===== src/rtl/cdt_pkg.sv =====
package cdt_pkg;

    localparam int PRESC_W = 8;

    localparam logic [15:0] OFF_LOAD  = 16'h0000;
    localparam logic [15:0] OFF_COUNT = 16'h0004;
    localparam logic [15:0] OFF_CTRL  = 16'h0008;
    localparam logic [15:0] OFF_STAT  = 16'h000C;

    // Control word layout, low 16 bits of the register
    typedef struct packed {
        logic [PRESC_W-1:0] prescale;  // bits 15:8
        logic [4:0]         rsvd;      // bits 7:3, never stored
        logic               irq_en;    // bit 2
        logic               reload;    // bit 1
        logic               run;       // bit 0
    } ctrl_t;

    typedef enum logic [2:0] {
        SEL_NONE,
        SEL_LOAD,
        SEL_COUNT,
        SEL_CTRL,
        SEL_STAT
    } reg_sel_e;

    function automatic reg_sel_e decode_off(input logic [15:0] off);
        case (off)
            OFF_LOAD:  return SEL_LOAD;
            OFF_COUNT: return SEL_COUNT;
            OFF_CTRL:  return SEL_CTRL;
            OFF_STAT:  return SEL_STAT;
            default:   return SEL_NONE;
        endcase
    endfunction

    function automatic ctrl_t ctrl_from_bits(input logic [15:0] bits);
        ctrl_t c;
        c = ctrl_t'(bits);
        c.rsvd = '0;
        return c;
    endfunction

endpackage


===== src/rtl/cdt_prescale.sv =====
module cdt_prescale
    import cdt_pkg::*;
(
    input  logic               clk,
    input  logic               rst,
    input  logic               en,
    input  logic               clr,
    input  logic [PRESC_W-1:0] divisor,
    output logic               tick,
    output logic [PRESC_W-1:0] pre_q
);

    // A compare of greater-or-equal keeps a lowered divisor from wrapping
    always_comb tick = en && (pre_q >= divisor);

    always_ff @(posedge clk) begin
        if (rst || clr || !en) begin
            pre_q <= '0;
        end else if (tick) begin
            pre_q <= '0;
        end else begin
            pre_q <= pre_q + PRESC_W'(1);
        end
    end

endmodule


===== src/rtl/cdt_counter.sv =====
module cdt_counter #(
    parameter int DATA_W = 32
) (
    input  logic              clk,
    input  logic              rst,
    input  logic              wr_load,
    input  logic [DATA_W-1:0] wr_value,
    input  logic              tick,
    input  logic              reload,
    input  logic [DATA_W-1:0] load_q,
    output logic [DATA_W-1:0] cnt_q,
    output logic              zero_evt
);

    logic [DATA_W-1:0] cnt_d;

    always_comb begin
        cnt_d    = cnt_q;
        zero_evt = 1'b0;
        if (wr_load) begin
            cnt_d = wr_value;
        end else if (tick) begin
            if (cnt_q == '0) begin
                cnt_d = reload ? load_q : '0;
            end else begin
                cnt_d    = cnt_q - DATA_W'(1);
                zero_evt = (cnt_q == DATA_W'(1));
            end
        end
    end

    always_ff @(posedge clk) begin
        if (rst) cnt_q <= '0;
        else     cnt_q <= cnt_d;
    end

endmodule


===== src/rtl/cdt_regs.sv =====
module cdt_regs
    import cdt_pkg::*;
#(
    parameter int DATA_W = 32,
    parameter int ADDR_W = 8
) (
    input  logic              clk,
    input  logic              rst,
    input  logic [ADDR_W-1:0] bus_addr,
    input  logic              bus_we,
    input  logic [DATA_W-1:0] bus_wdata,
    input  logic [DATA_W-1:0] cnt_q,
    input  logic              zero_evt,
    output logic              wr_load,
    output logic [DATA_W-1:0] load_q,
    output ctrl_t             ctrl_q,
    output logic              flag_q,
    output logic [DATA_W-1:0] bus_rdata
);

    reg_sel_e sel;
    logic     wr_ctrl;
    logic     clr_flag;

    always_comb begin
        sel      = decode_off(16'(bus_addr));
        wr_load  = bus_we && (sel == SEL_LOAD);
        wr_ctrl  = bus_we && (sel == SEL_CTRL);
        clr_flag = bus_we && (sel == SEL_STAT) && bus_wdata[0];
    end

    always_ff @(posedge clk) begin
        if (rst) begin
            load_q <= '0;
            ctrl_q <= '0;
            flag_q <= 1'b0;
        end else begin
            if (wr_load) load_q <= bus_wdata;
            if (wr_ctrl) ctrl_q <= ctrl_from_bits(bus_wdata[15:0]);
            // Hardware set outranks a software clear in the same cycle
            if (zero_evt)      flag_q <= 1'b1;
            else if (clr_flag) flag_q <= 1'b0;
        end
    end

    always_comb begin
        case (sel)
            SEL_LOAD:  bus_rdata = load_q;
            SEL_COUNT: bus_rdata = cnt_q;
            SEL_CTRL:  bus_rdata = DATA_W'(ctrl_q);
            SEL_STAT:  bus_rdata = DATA_W'(flag_q);
            default:   bus_rdata = '0;
        endcase
    end

endmodule


===== src/rtl/cdt_timer.sv =====
module cdt_timer
    import cdt_pkg::*;
#(
    parameter int DATA_W = 32,
    parameter int ADDR_W = 8
) (
    input  logic              clk,
    input  logic              rst,
    input  logic [ADDR_W-1:0] bus_addr,
    input  logic              bus_we,
    input  logic [DATA_W-1:0] bus_wdata,
    output logic [DATA_W-1:0] bus_rdata,
    output logic              irq
);

    logic               wr_load;
    logic [DATA_W-1:0]  load_q;
    logic [DATA_W-1:0]  cnt_q;
    ctrl_t              ctrl_q;
    logic               flag_q;
    logic               zero_evt;
    logic               tick;
    logic [PRESC_W-1:0] pre_q;

    cdt_regs #(.DATA_W(DATA_W), .ADDR_W(ADDR_W)) u_regs (
        .clk       (clk),
        .rst       (rst),
        .bus_addr  (bus_addr),
        .bus_we    (bus_we),
        .bus_wdata (bus_wdata),
        .cnt_q     (cnt_q),
        .zero_evt  (zero_evt),
        .wr_load   (wr_load),
        .load_q    (load_q),
        .ctrl_q    (ctrl_q),
        .flag_q    (flag_q),
        .bus_rdata (bus_rdata)
    );

    cdt_prescale u_presc (
        .clk     (clk),
        .rst     (rst),
        .en      (ctrl_q.run),
        .clr     (wr_load),
        .divisor (ctrl_q.prescale),
        .tick    (tick),
        .pre_q   (pre_q)
    );

    cdt_counter #(.DATA_W(DATA_W)) u_cnt (
        .clk      (clk),
        .rst      (rst),
        .wr_load  (wr_load),
        .wr_value (bus_wdata),
        .tick     (tick),
        .reload   (ctrl_q.reload),
        .load_q   (load_q),
        .cnt_q    (cnt_q),
        .zero_evt (zero_evt)
    );

    assign irq = flag_q && ctrl_q.irq_en;

endmodule


===== config.mk =====
export PLATFORM = sky130hd
export DESIGN_NAME = cdt_timer
export DESIGN_NICKNAME = d
export VERILOG_FILES = /design/src/rtl/cdt_pkg.sv /design/src/rtl/cdt_prescale.sv /design/src/rtl/cdt_counter.sv /design/src/rtl/cdt_regs.sv /design/src/rtl/cdt_timer.sv
export SDC_FILE = /design/constraint.sdc
export NUM_CORES = 1
export LEC_CHECK = 0
export ABC_AREA = 1
export BUFFER_PORTS_ARGS = -buffer_cell sky130_fd_sc_hd__buf_2
export CAP_MARGIN = 20
export CORE_ASPECT_RATIO = 0.8
export CORE_UTILIZATION = 55
export CTS_CLUSTER_SIZE = 8
export DETAILED_ROUTE_END_ITERATION = 10
export GPL_TIMING_DRIVEN = 0
export PLACE_DENSITY = 0.77
export SYNTH_ARGS = -nofsm -noshare
export SYNTH_HDL_FRONTEND = slang
export SYNTH_SLANG_ARGS = --single-unit

===== constraint.sdc =====
create_clock -name clk -period 3.9 [get_ports clk]
set_clock_uncertainty 0.1 [all_clocks]
set_input_delay 0.39 -clock clk [delete_from_list [all_inputs] [get_ports clk]]
set_output_delay 0.39 -clock clk [all_outputs]
set_load 0.03 [all_outputs]

Yosys cells after proc, flatten, opt, wreduce, memory -nomap -nowiden

Index checks and enable logic that the tools add are counted.

Register bits after elaboration: 84
Latch bits: 0
Memory bits (writable): 0
Memory bits (read-only): 0
Bits of input ports: 43
Output and inout port bits: 33
Logic and storage cells: 44
Memories kept: 0

Add/subtract/negate cells: 2
Multiply operators: 0
Divide/modulo/power cells: 0
Magnitude comparators: 1
Equal/unequal tests: 8
Shifts and indexed selects: 0
Mux-type cells: 11
Bitwise gates (word level): 0
Reduce and logical (&&, ||, !) cells: 14

Operator list:

| cell                  | count |
|---|---|
| $mux 32               | 4 |
| $pmux 32 s4           | 1 |
| $eq 32x1->1 const B   | 1 |
| $logic_not 32->1      | 1 |
| $sub 32x1->32 const B | 1 |
| $eq 8x4->1 const B    | 2 |
| $pmux 3 s4            | 1 |
| $add 8x1->8 const B   | 1 |
| $eq 8x3->1 const B    | 1 |
| $ge 8x8->1            | 1 |
| $logic_not 8->1       | 1 |
| $eq 3x2->1 const B    | 2 |
| $logic_and 1x1->1     | 6 |
| $mux 1                | 5 |
| $reduce_bool 2->1     | 2 |
| $eq 3x1->1 const B    | 1 |
| $eq 3x3->1 const B    | 1 |
| $logic_or 1x1->1      | 2 |
| $reduce_or 2->1       | 1 |
| $logic_not 1->1       | 1 |

Depth between registers and ports, before layout

Depth in word-level cells: 7
Mapped depth: 15
Depth with buffers taken out: 14

Hierarchy

A second synthesis with hierarchy kept.

Cell total of the unflattened synthesis: 978
Area, all modules: 5,891.9 um^2

Modules (own cells, without submodules):

| module       | times used | cells each | area an instance (um^2) | sequential area each (um^2) |
|---|---|---|---|---|
| cdt_counter  | 1          | 502        | 2,817.7                 | 640.6 |
| cdt_regs     | 1          | 397        | 2,501.1                 | 880.8 |
| cdt_prescale | 1          | 77         | 565.5                   | 160.2 |
| cdt_timer    | 1          | 2          | 7.5                     | 0.0 |

Worst setup path before layout

OpenSTA, ideal clock, no wires.

Path type: input to output
Start: input port bus_addr[7]
End: output port bus_rdata[16]
Arrival: 1.719 ns
Setup slack: 1.691 ns
Cell stages on the path: 6
Path buffers: 1
Cells stage by stage: nor2_1 > nand2_1 > inv_1 > nand3_1 > clkbuf_1 > o21ai_0

Word-level cells in the longest chain between the ends: 4
Elaborated cells on any way between the ends: 10
Classes of those cells: eq/ne: 7; mux: 2; reduce/logical: 1

RTL lines:

| what                                     | line            | source |
|---|---|---|
| from (decl)                              | cdt_timer.sv:9  | `input logic [ADDR_W-1:0] bus_addr,` |
| $eq 8x4->1, or another cell as far along | cdt_pkg.sv:28   | `case (off)` |
| $pmux 3 s4 (*)                           | cdt_pkg.sv:28   |  |
| $eq 3x3->1, or another cell as far along | cdt_regs.sv:47  | `case (sel)` |
| $pmux 32 s4 (*)                          | cdt_regs.sv:47  |  |
| to (decl)                                | cdt_timer.sv:12 | `output logic [DATA_W-1:0] bus_rdata,` |

Mark *: on every way between the ends. The rest lies on a longest branch, timed or not.

Worst setup path in the final report

Start: input port bus_addr[1]
End: output port bus_rdata[7]

The elaborated chain is that of the path after synthesis.

==> impl_metrics.csv <==
group,metric,value,unit
power_and_ir_drop,leakage,3.279,nW
drt,totalWireLength,17.71,mm
drt,vias,6201,
synthesis,yosysTopAreaCell,"dfxtp_1",
synthesis,synth.mux.area_fraction,0,
grt,grt_overflow,0,
floorplanning,fp.dieH,91.53,um
grt,grtUsageTotal,0.3496,
synthesis,synth_cell_types,36,
clock_tree,postCtsResizedCells,0,
synthesis,syn-cell-area,5510,um^2
clock_tree,clkSlewWorstSetupHoldPaths,60,ps
final_layout,fillers,962,
worst_setup_path,worstSetupEndpointType,"primary output",
timing,period_share,0.7923,
floorplanning,dieArea,10430,um^2
final_layout,layout-drive-gt1-share,0.1293,
final_layout,layout_common_cells,"230 x nand2_1, 149 x inv_1, 100 x nor2_1, 87 x buf_2, 84 x dfxtp_1",
floorplanning,die_w,113.9,um
timing,worst_hold_slack,202.4,ps
clock_tree,htree_levels,3,
clock_tree,clk_latency,350,ps
drt,drcViolationCount,0,
hold_path,min_path_type,"input pin to flop",
timing,tightestPinTransition,701.9,ps
floorplanning,initial_core_util,0.5687,
timing,fmax,323.6,MHz
placement,gp_congestion,0.9862,
grt,grt_pass1_wl,27.88,mm
timing,finalMaxSlewViolations,0,
worst_setup_path,path_class,"input pin to primary output",
clock_tree,cts_setup_buffers,0,
synthesis,synth-simple-area-share,0.3622,
flow_run,drv_cap,0,
synthesis,syn-num-nets,954,
drt,first_iter_violations,737,
synthesis,synth_compound_gate_area_share,0.1360,
grt,grt_max_degree,15,
drt,wl_per_cell,15.73,um
final_layout,nets,1039,
clock_tree,cts_root_buffer,"clkbuf_16",
synthesis,synth_fa_ha_area_frac,0.02498,
synthesis,postSynthCellCount,900,
power_and_ir_drop,ir_worst_vdd,0.0002257,V
drt,postRouteAntennaNets,0,
worst_setup_path,slowest_stage,"clkbuf_1",
clock_tree,clock_sinks,84,
power_and_ir_drop,p_total,0.001967,W
synthesis,yosys_warnings,0,
floorplanning,std_cell_rows,32,
worst_setup_path,critical_path_arrival,2600,ps
timing,period_minus_slack,3090,ps
outcome,status,"complete, no violations",
clock_tree,clock_path_buffers,2,
floorplanning,ios,76,
final_layout,diodes,0,
grt,grt_pass1_vias,5368,
worst_setup_path,crit_path_max_fanout,10,
drt,viasPerCell,5.507,
synthesis,synth_top_family_by_area,"simple AND/OR/NAND/NOR gates",
timing,fin_tns_setup,0,ps
synthesis,avgSynthCellArea,6.123,um^2
timing,rsz0062_at_grt,"no",
timing,hold_viol,0,
clock_tree,cts_tree,"done",
timing,setup_viol,0,
clock_tree,cts.hold.buffers_added,0,
timing,slew_headroom,0.5321,
worst_setup_path,crit_chain,"buf_2 > nor2_4 > nand2_1 > nor2_4 > clkbuf_1 > buf_1 > nand2_1 > o21ai_0 > buf_2",
synthesis,synth_top_area_share,0.3052,
worst_setup_path,cp.required,3410,ps
synthesis,synthTopCellsByArea,"dfxtp_1 31%, nand2_1 16%, inv_1 10%",
clock_tree,numCtsBuffers,9,
power_and_ir_drop,cellPowerDensity,309.5,nW/um^2
placement,dpl.cell_count,1110,
synthesis,ys_seq_area_frac,0.3052,
placement,portBuffers,74,
final_layout,syn2layout_area_growth,15.33,%
final_layout,multi_input_area,3058,um^2
grt,antenna_found_initial,0,
final_layout,final_cells,1126,
worst_setup_path,start_kind,"input pin",
floorplanning,core,9689,um^2
worst_setup_path,cpPeakStageDelay,560,ps
placement,dp_hpwl,13.36,mm
final_layout,layout_commonest_cell,"nand2_1",
synthesis,synth_seq_cells,84,
synthesis,synth_xor_area_frac,0.03179,
final_layout,final-seq-area,1682,um^2
drt,dr.pass1.iters,6,
final cells by class:
cell class / count / area share
multi-input combinational: 627 / 0.4812
sequential: 84 / 0.2646
inverter: 152 / 0.08978
timing repair buffer: 74 / 0.05828
clock buffer: 11 / 0.03820
buffer: 37 / 0.03150
tap: 136 / 0.02678
clock inverter: 5 / 0.009648
path summary, 6_finish.rpt:
check,start,end,cells after the start,slack [ps]
max reg2reg,u_cnt.cnt_q[0]$_SDFFE_PP0P_,u_cnt.cnt_q[29]$_SDFFE_PP0P_,13,1380
max,bus_addr[1],bus_rdata[7],9,810
min reg2reg,u_regs.load_q[0]$_SDFFE_PP0P_,u_regs.load_q[0]$_SDFFE_PP0P_,2,380
min,bus_wdata[1],u_regs.ctrl_q[1]$_SDFFE_PP0P_,3,200
logic make-up after synthesis:
family | Yosys count
AO/OA/AOI/OAI | 137
adder cells (fa/ha/maj) | 11
AND/OR/NAND/NOR | 459
buffers and inverters | 189
XOR/XNOR | 20
flip-flops | 84
registers in the layout, indices dropped and copies added, names as in the netlist:
register and cells:
u_cnt.cnt_q 32, u_presc.pre_q 8, u_regs.ctrl_q 11, u_regs.flag_q 1
u_regs.load_q 32
layer usage:
metal  up-vias  share of wire  GRT usage
met3        28           0.11    0.06943
met5         -              0          0
met2       335           0.41     0.5112
met1      2811           0.47     0.5177
li1       3027              -          -
met4         0          0.013    0.09199
per-stage QoR:
step                cell area [um^2]  setup WS [ps]  utilization
global placement                6051          911.9       0.6245
finish                          6355          809.9       0.6559
floorplan                       5510           1691            -
global route                    6355          705.8       0.6559
detailed placement              6051          911.6       0.6245
CTS                             6355          903.2       0.6559
synth_stat cells:
cell and count:
a211oi_1 1, a21oi_1 37, and2_1 1, buf_1 2, buf_2 13, buf_4 1
buf_6 4, buf_8 1, clkbuf_1 16, dfxtp_1 84, ha_1 11, inv_1 149
inv_2 3, nand2_1 230, nand2_2 2, nand2_4 1, nand3_1 79, nand3_2 2
nand3_4 1, nand4_1 21, nor2_1 100, nor2_2 4, nor2_4 5, nor2_8 1
nor3_1 11, o211ai_1 4, o21a_1 1, o21ai_0 66, o21ai_1 5, o21bai_1 1
o221ai_1 7, o22ai_1 14, o31ai_1 1, or2_2 1, xnor2_1 3, xor2_1 17
critical path, delay by kind of cell:
kind                   cells  cell delay, ps
AO/OA/AOI/OAI              1             140
AND/OR/NAND/NOR            4             590
buffers and inverters      4            1480
power by group:
part	total [W]	switching (W)	internal (W)
clock network	0.000891	0.000374	0.000517
logic	0.000214	0.000142	0.0000725
registers	0.000862	0.00000256	0.000860
total	0.00197	0.000518	0.00145
Power figures use the tool's default switching activity.
